$ cat src/rtl/gfx_pkg.sv
package gfx_pkg;
  localparam int NPLANES = 4;
  localparam int BYTE_W  = 8;
  localparam int IDX_W   = 4;
  localparam int ROT_W   = $clog2(BYTE_W);
  localparam int WORD_W  = NPLANES * BYTE_W;

  localparam logic [IDX_W-1:0] IX_FILL   = 4'd0;
  localparam logic [IDX_W-1:0] IX_FILLEN = 4'd1;
  localparam logic [IDX_W-1:0] IX_CCOL   = 4'd2;
  localparam logic [IDX_W-1:0] IX_ROTFN  = 4'd3;
  localparam logic [IDX_W-1:0] IX_RPLANE = 4'd4;
  localparam logic [IDX_W-1:0] IX_MODE   = 4'd5;
  localparam logic [IDX_W-1:0] IX_CEN    = 4'd7;
  localparam logic [IDX_W-1:0] IX_BMASK  = 4'd8;

  typedef enum logic [1:0] {
    WM_DIRECT = 2'd0,
    WM_LATCH  = 2'd1,
    WM_EXPAND = 2'd2,
    WM_MASKED = 2'd3
  } wmode_e;

  typedef enum logic [1:0] {
    FN_PASS = 2'd0,
    FN_AND  = 2'd1,
    FN_OR   = 2'd2,
    FN_XOR  = 2'd3
  } func_e;

  typedef struct packed {
    logic [NPLANES-1:0] fill;
    logic [NPLANES-1:0] fill_en;
    logic [NPLANES-1:0] ccol;
    logic [NPLANES-1:0] cen;
    logic [ROT_W-1:0]   rot;
    func_e              func;
    logic [1:0]         rplane;
    wmode_e             wmode;
    logic               rmode;
    logic [BYTE_W-1:0]  bmask;
  } gfx_cfg_t;

  function automatic logic [BYTE_W-1:0] rot_right(input logic [BYTE_W-1:0] d,
                                                  input logic [ROT_W-1:0] n);
    logic [2*BYTE_W-1:0] dbl;
    dbl = {d, d} >> n;
    return dbl[BYTE_W-1:0];
  endfunction

  function automatic logic [BYTE_W-1:0] apply_func(input func_e f,
                                                   input logic [BYTE_W-1:0] d,
                                                   input logic [BYTE_W-1:0] l);
    logic [BYTE_W-1:0] r;
    case (f)
      FN_AND:  r = d & l;
      FN_OR:   r = d | l;
      FN_XOR:  r = d ^ l;
      default: r = d;
    endcase
    return r;
  endfunction

  function automatic logic [BYTE_W-1:0] merge_bits(input logic [BYTE_W-1:0] newv,
                                                   input logic [BYTE_W-1:0] oldv,
                                                   input logic [BYTE_W-1:0] m);
    return (newv & m) | (oldv & ~m);
  endfunction
endpackage

$ cat src/rtl/gfx_regfile.sv
module gfx_regfile
  import gfx_pkg::*;
(
  input  logic              clk,
  input  logic              rst_n,
  input  logic              reg_wr,
  input  logic              reg_sel,
  input  logic [BYTE_W-1:0] reg_wdata,
  output logic [BYTE_W-1:0] reg_rdata,
  output gfx_cfg_t          cfg
);
  logic [IDX_W-1:0] idx_q;
  logic             data_wr;

  assign data_wr = reg_wr & reg_sel;

  always_ff @(posedge clk or negedge rst_n) begin
    if (!rst_n) begin
      idx_q       <= '0;
      cfg.fill    <= '0;
      cfg.fill_en <= '0;
      cfg.ccol    <= '0;
      cfg.cen     <= '0;
      cfg.rot     <= '0;
      cfg.func    <= FN_PASS;
      cfg.rplane  <= '0;
      cfg.wmode   <= WM_DIRECT;
      cfg.rmode   <= 1'b0;
      cfg.bmask   <= '1;
    end else if (reg_wr && !reg_sel) begin
      idx_q <= reg_wdata[IDX_W-1:0];
    end else if (data_wr) begin
      case (idx_q)
        IX_FILL:   cfg.fill    <= reg_wdata[NPLANES-1:0];
        IX_FILLEN: cfg.fill_en <= reg_wdata[NPLANES-1:0];
        IX_CCOL:   cfg.ccol    <= reg_wdata[NPLANES-1:0];
        IX_ROTFN: begin
          cfg.rot  <= reg_wdata[ROT_W-1:0];
          cfg.func <= func_e'(reg_wdata[ROT_W+1:ROT_W]);
        end
        IX_RPLANE: cfg.rplane  <= reg_wdata[1:0];
        IX_MODE: begin
          cfg.wmode <= wmode_e'(reg_wdata[1:0]);
          cfg.rmode <= reg_wdata[3];
        end
        IX_CEN:    cfg.cen     <= reg_wdata[NPLANES-1:0];
        IX_BMASK:  cfg.bmask   <= reg_wdata;
        default: ;
      endcase
    end
  end

  logic [BYTE_W-1:0] sel_val;
  always_comb begin
    sel_val = '0;
    case (idx_q)
      IX_FILL:   sel_val[NPLANES-1:0] = cfg.fill;
      IX_FILLEN: sel_val[NPLANES-1:0] = cfg.fill_en;
      IX_CCOL:   sel_val[NPLANES-1:0] = cfg.ccol;
      IX_ROTFN:  sel_val[ROT_W+1:0]   = {cfg.func, cfg.rot};
      IX_RPLANE: sel_val[1:0]         = cfg.rplane;
      IX_MODE: begin
        sel_val[1:0] = cfg.wmode;
        sel_val[3]   = cfg.rmode;
      end
      IX_CEN:    sel_val[NPLANES-1:0] = cfg.cen;
      IX_BMASK:  sel_val              = cfg.bmask;
      default:   sel_val              = '0;
    endcase
  end

  assign reg_rdata = reg_sel ? sel_val : {{(BYTE_W-IDX_W){1'b0}}, idx_q};


  bmask_wr_chk: assert property (@(posedge clk) disable iff (!rst_n)
    (data_wr && idx_q == IX_BMASK) |=> (cfg.bmask == $past(reg_wdata)));


  idx_wr_chk: assert property (@(posedge clk) disable iff (!rst_n)
    (reg_wr && !reg_sel) |=> (idx_q == $past(reg_wdata[IDX_W-1:0])));
endmodule

$ cat src/rtl/gfx_read_unit.sv
module gfx_read_unit
  import gfx_pkg::*;
(
  input  logic [WORD_W-1:0] plane_bytes,
  input  gfx_cfg_t          cfg,
  output logic [BYTE_W-1:0] rd_byte,
  output logic [BYTE_W-1:0] cmp_byte
);
  logic [BYTE_W-1:0] sel_byte;

  always_comb begin
    sel_byte = plane_bytes[cfg.rplane*BYTE_W +: BYTE_W];
  end

  for (genvar b = 0; b < BYTE_W; b++) begin : g_bit
    logic [NPLANES-1:0] miss;
    for (genvar p = 0; p < NPLANES; p++) begin : g_pl
      assign miss[p] = cfg.cen[p] & (plane_bytes[p*BYTE_W+b] ^ cfg.ccol[p]);
    end
    assign cmp_byte[b] = ~|miss;
  end

  assign rd_byte = cfg.rmode ? cmp_byte : sel_byte;
endmodule

$ cat src/rtl/gfx_write_unit.sv
module gfx_write_unit
  import gfx_pkg::*;
(
  input  logic                clk,
  input  logic                rst_n,
  input  logic                cpu_wr,
  input  logic [BYTE_W-1:0]   cpu_wdata,
  input  logic [WORD_W-1:0]   latch,
  input  logic [NPLANES-1:0]  wr_en_in,
  input  gfx_cfg_t            cfg,
  output logic [NPLANES-1:0]  wr_en,
  output logic [WORD_W-1:0]   wr_data
);
  logic [BYTE_W-1:0] rotated;
  logic [BYTE_W-1:0] eff_mask;

  assign rotated  = rot_right(cpu_wdata, cfg.rot);
  assign eff_mask = (cfg.wmode == WM_MASKED) ? (rotated & cfg.bmask) : cfg.bmask;

  for (genvar p = 0; p < NPLANES; p++) begin : g_plane
    logic [BYTE_W-1:0] lat_b;
    logic [BYTE_W-1:0] src_b;
    logic [BYTE_W-1:0] fn_b;

    assign lat_b = latch[p*BYTE_W +: BYTE_W];

    always_comb begin
      case (cfg.wmode)
        WM_EXPAND: src_b = {BYTE_W{cpu_wdata[p]}};
        WM_MASKED: src_b = {BYTE_W{cfg.fill[p]}};
        default:   src_b = cfg.fill_en[p] ? {BYTE_W{cfg.fill[p]}} : rotated;
      endcase
    end

    assign fn_b = apply_func(cfg.func, src_b, lat_b);

    assign wr_data[p*BYTE_W +: BYTE_W] =
      (cfg.wmode == WM_LATCH) ? lat_b : merge_bits(fn_b, lat_b, eff_mask);
  end

  assign wr_en = cpu_wr ? wr_en_in : '0;


  latch_copy_chk: assert property (@(posedge clk) disable iff (!rst_n)
    (cpu_wr && cfg.wmode == WM_LATCH) |-> (wr_data == latch));


  mask_keep_chk: assert property (@(posedge clk) disable iff (!rst_n)
    cpu_wr |-> (((wr_data ^ latch) & ~{NPLANES{cfg.bmask}}) == '0));


  plane_gate_chk: assert property (@(posedge clk) disable iff (!rst_n)
    ((wr_en & ~wr_en_in) == '0) && (!cpu_wr -> (wr_en == '0)));
endmodule

$ cat src/rtl/planar_gfx_datapath.sv
module planar_gfx_datapath
  import gfx_pkg::*;
(
  input  logic               clk,
  input  logic               rst_n,
  input  logic               reg_wr,
  input  logic               reg_sel,
  input  logic [7:0]         reg_wdata,
  output logic [7:0]         reg_rdata,
  input  logic               cpu_rd,
  input  logic               cpu_wr,
  input  logic [7:0]         cpu_wdata,
  output logic [7:0]         cpu_rdata,
  input  logic [31:0]        plane_rd_data,
  input  logic [3:0]         plane_wr_en_in,
  output logic [3:0]         plane_wr_en,
  output logic [31:0]        plane_wr_data
);
  gfx_cfg_t          cfg;
  logic [WORD_W-1:0] latch_q;
  logic [BYTE_W-1:0] cmp_byte;
  logic              latch_load;

  assign latch_load = cpu_rd;

  gfx_regfile u_regs (
    .clk       (clk),
    .rst_n     (rst_n),
    .reg_wr    (reg_wr),
    .reg_sel   (reg_sel),
    .reg_wdata (reg_wdata),
    .reg_rdata (reg_rdata),
    .cfg       (cfg)
  );

  always_ff @(posedge clk or negedge rst_n) begin
    if (!rst_n)          latch_q <= '0;
    else if (latch_load) latch_q <= plane_rd_data;
  end

  gfx_read_unit u_rd (
    .plane_bytes (plane_rd_data),
    .cfg         (cfg),
    .rd_byte     (cpu_rdata),
    .cmp_byte    (cmp_byte)
  );

  gfx_write_unit u_wr (
    .clk       (clk),
    .rst_n     (rst_n),
    .cpu_wr    (cpu_wr),
    .cpu_wdata (cpu_wdata),
    .latch     (latch_q),
    .wr_en_in  (plane_wr_en_in),
    .cfg       (cfg),
    .wr_en     (plane_wr_en),
    .wr_data   (plane_wr_data)
  );


  latch_load_chk: assert property (@(posedge clk) disable iff (!rst_n)
    latch_load |=> (latch_q == $past(plane_rd_data)));


  latch_hold_chk: assert property (@(posedge clk) disable iff (!rst_n)
    !latch_load |=> $stable(latch_q));


  cmp_none_chk: assert property (@(posedge clk) disable iff (!rst_n)
    (cfg.cen == '0) |-> (cmp_byte == '1));
endmodule

$ cat config.mk
export PLATFORM = sky130hd
export DESIGN_NAME = planar_gfx_datapath
export DESIGN_NICKNAME = d
export VERILOG_FILES = /design/src/rtl/gfx_pkg.sv /design/src/rtl/gfx_regfile.sv /design/src/rtl/gfx_read_unit.sv /design/src/rtl/gfx_write_unit.sv /design/src/rtl/planar_gfx_datapath.sv
export SDC_FILE = /design/constraint.sdc
export NUM_CORES = 1
export LEC_CHECK = 0
export ABC_AREA = 0
export BUFFER_PORTS_ARGS = -buffer_cell sky130_fd_sc_hd__buf_2
export CAP_MARGIN = 10
export CORE_AREA = 2 2 114 116
export DETAILED_ROUTE_END_ITERATION = 12
export DIE_AREA = 0 0 116 118
export HOLD_SLACK_MARGIN = 0.15
export PLACE_DENSITY_LB_ADDON = 0.15
export REMOVE_ABC_BUFFERS = 1
export SKIP_LAST_GASP = 1
export SYNTH_ARGS = -nofsm -noshare
export SYNTH_HDL_FRONTEND = slang
export SYNTH_SLANG_ARGS = --single-unit
export TNS_END_PERCENT = 50
$ cat constraint.sdc
create_clock -name clk -period 4.01 [get_ports clk]
set_clock_uncertainty 0.05 [all_clocks]
set_input_delay 0.2005 -clock clk [delete_from_list [all_inputs] [get_ports clk]]
set_output_delay 0.2005 -clock clk [all_outputs]
set_load 0.005 [all_outputs]
==> impl_metrics.tcl <==
set metrics [dict create \
    outcome "finished clean" \
    ant_nets 0 \
    cts-root-buf "clkbuf_16" \
    coreArea_um2 12400 \
    setup_tns_ps 0 \
    path_class "flip-flop to primary output" \
    endpoint_kind "primary output" \
    place.detailed.hpwl_um 15500 \
    antenna_cells 0 \
    synth-edff-count 0 \
    synth.most_common_cell "nand2_1" \
    first_iter_violations 515 \
    seqPwrFrac_pct 25.6 \
    io_buffers 109 \
    fmax_ghz 0.274 \
    htreeDepth 3 \
    dp_cells 1107 \
    grt_pass1_wl_um 35700 \
    synth_top_area_cell "dfrtp_1" \
    syn2layout_area_growth_pct 16.6 \
    antenna_found_initial 0 \
    drcViolationCount 0 \
    postCtsSetupBuffers 0 \
    wl_per_cell_um 19.7 \
    syn_avg_cell_area_um2 8.33 \
    period_needed_ps 3650 \
    cts_sinks 70 \
    top_usage_layer "met2" \
    cap_violations 0 \
    grt_overflow 0 \
    cts_tree "done" \
    vias_per_cell 6.00 \
    num_rows 41 \
    hold_violations 0 \
    fin_crit_sh_pct 91.0 \
    dieArea_um2 13700 \
    slew_headroom_pct 30.6 \
    startpoint_type "flip-flop" \
    cts_max_path_buffers 2 \
    crit_path_max_incr_delay_ps 660 \
    synth-seq-cells 70 \
    start_util_pct 58.7 \
    die_w_um 116 \
    finalNetCount 1106 \
    crit_fanout 10 \
    clock_latency_ps 350 \
    p_clk_share_pct 13.2 \
    critPathRequiredTime_ps 3760 \
    critPathArrivalTime_ps 3400 \
    crit_slowest_cell "dfrtp_1" \
    synth_commonest_cells "89 x nand2_1, 82 x inv_1, 64 x ha_1" \
    ios 110 \
    syn-cell-area_um2 7280 \
    powerDensity_nw_per_um2 700 \
    synth_cell_types 55 \
    rsz0062_at_grt "false" \
    p_leak_nw 4.06 \
    power.internal_mw 3.00 \
    grt_util_met2_pct 52.0 \
    fin_cells 1161 \
    ys.flop_type "dfrtp_1" \
    cts.reportedPaths.clkPinSlew_ps 60 \
    ir_worst_vdd_v 0.000463 \
    grt_util_met1_pct 46.2 \
    drv_slew 0 \
    ys_seq_area_share_pct 24.2 \
    met3_usage_pct 7.05 \
    die_h_um 118 \
    grt_max_degree 71 \
    hp-class "primary input to flip-flop" \
    synth_area_leaders "dfrtp_1 21%, ha_1 11%, mux2i_1 6.2%" \
    grt_pass1_vias 6490 \
    firstDrtPassIters 5 \
    grt_use_total_pct 34.0 \
    max_slew.worst_pin.slew_ps 1040 \
    combPwrFrac_pct 61.2 \
    async_flop_share_pct 100 \
    cp_cell_sequence "mux2_4 > mux4_2 > o21ai_1 > and2_1 > ha_1 > nand2_1 > o211ai_1 > o21ai_0 > o41ai_1 > buf_2" \
    switching_share_pct 49.6 \
    setup_viol 0 \
    num_vias 6962 \
    place_congestion 0.915 \
    syn-instance-count 874 \
    synthDominantCellAreaShare_pct 21.3 \
    drt_wl_total_um 22900 \
    yosysWarningCount 0 \
    p_switching_mw 2.95 \
    numCtsBuffers 9 \
    drive_gt1_share_pct 20.8 \
]
per-stage QoR:
step	cell area (um^2)	util, %	hold slack (ps)	worst slack, ps	power [mW]
after floorplan	7000	-	-145	1070	3.76
after detailed placement	7830	63.1	356	806	5.06
after global routing	8490	68.4	193	233	6.40
after global placement	7830	63.1	354	842	4.98
final	8490	68.4	163	361	5.95
after CTS	8490	68.4	163	421	5.89
cell type report:
class	count	area (um^2)
timing repair buffer	155	988
tap	172	215
fill	1085	3920
sequential	70	1760
clock inverter	5	41.3
multi-input combinational	653	4890
clock buffer	11	243
inverter	95	357
layout by cell type (no fill, tap or decap), types with 5 or more instances in the layout:
| cell | n |
|---|---|
| inv_1 | 82 |
| o41ai_1 | 11 |
| dfrtp_1 | 61 |
| o21ai_1 | 37 |
| a22oi_1 | 17 |
| nand3_1 | 11 |
| inv_2 | 13 |
| mux4_2 | 13 |
| nor3_1 | 9 |
| a21oi_1 | 30 |
| dlygate4sd3_1 | 38 |
| dfstp_2 | 8 |
| clkbuf_16 | 9 |
| o211ai_1 | 24 |
| mux2_4 | 10 |
| mux2_1 | 20 |
| ha_1 | 64 |
| buf_4 | 9 |
| o21ai_0 | 62 |
| and2_1 | 40 |
| xor2_1 | 32 |
| buf_2 | 108 |
| nand2_1 | 89 |
| mux2i_1 | 45 |
| nor2_1 | 54 |
| mux2_2 | 18 |
| nor2b_1 | 11 |
| o22ai_1 | 8 |
| nand2b_1 | 5 |
flip-flops by register name, indices dropped and copies added, names as in the netlist:
name and flops:
u_regs.idx_q 4, latch_q 32, u_regs.cfg 34
worst max-delay path, delay by kind of cell, from the launching register on:
kind | cells | cell delay [ps]
AOI/OAI and AO/OA | 4 | 860
and+or+nand+nor | 2 | 220
DFF | 1 | 660
muxes | 2 | 980
buffers and inverters | 1 | 210
adders and majority gates | 1 | 130
repair_timing:
item / CTS / global route
hold endpoints to repair: 100 / 0
hold buffers: 38 / 0
gates resized for setup: 0 / 0
cell families after synthesis:
group	after synthesis	synth area share (%)
adders and majority gates	64	11.0
AOI/OAI and AO/OA	215	18.7
buffers and inverters	151	8.74
and+or+nand+nor	236	15.4
DFF	70	24.2
muxes	106	18.1
xor gates and xnor gates	32	3.85
routing by layer:
layer | routed length (um) | share of wire [%] | vias to the layer above
li1 | - | - | 3256
met5 | 0 | 0 | -
met1 | 9800 | 43 | 3306
met2 | 10400 | 45 | 333
met3 | 1740 | 7.6 | 67
met4 | 956 | 4.2 | 0
worst paths after layout:
| kind | startpoint | to | slack (ps) | cells past startpoint |
|---|---|---|---|---|
| min in group asynchronous | rst_n | latch_q[27]$_DFFE_PN0P_ | 490 | 2 |
| worst max register to register | u_regs.idx_q[1]$_DFFE_PN0P_ | u_regs.cfg[13]$_DFFE_PN0P_ | 1700 | 3 |
| max in group asynchronous | rst_n | u_regs.cfg[13]$_DFFE_PN0P_ | 2750 | 2 |
| worst max-delay path | u_regs.cfg[16]$_DFFE_PN0P_ | plane_wr_data[8] | 360 | 10 |
| worst min-delay path | reg_wdata[1] | u_regs.idx_q[1]$_DFFE_PN0P_ | 160 | 3 |
| worst min register to register | u_regs.cfg[30]$_DFFE_PN0P_ | u_regs.cfg[30]$_DFFE_PN0P_ | 530 | 1 |
power by group through the flow:
stage          Combinational (mW)  Sequential [mW]  Clock (mW)
2_1_floorplan                2.49             1.28           0
3_3_place_gp                 3.49             1.50           0
3_5_place_dp                 3.56             1.50           0
4_1_cts                      3.60             1.49       0.794
5_1_grt                      4.03             1.54       0.828
6_report                     3.64             1.52       0.787
Note: power is estimated with default switching activity, not from simulation.
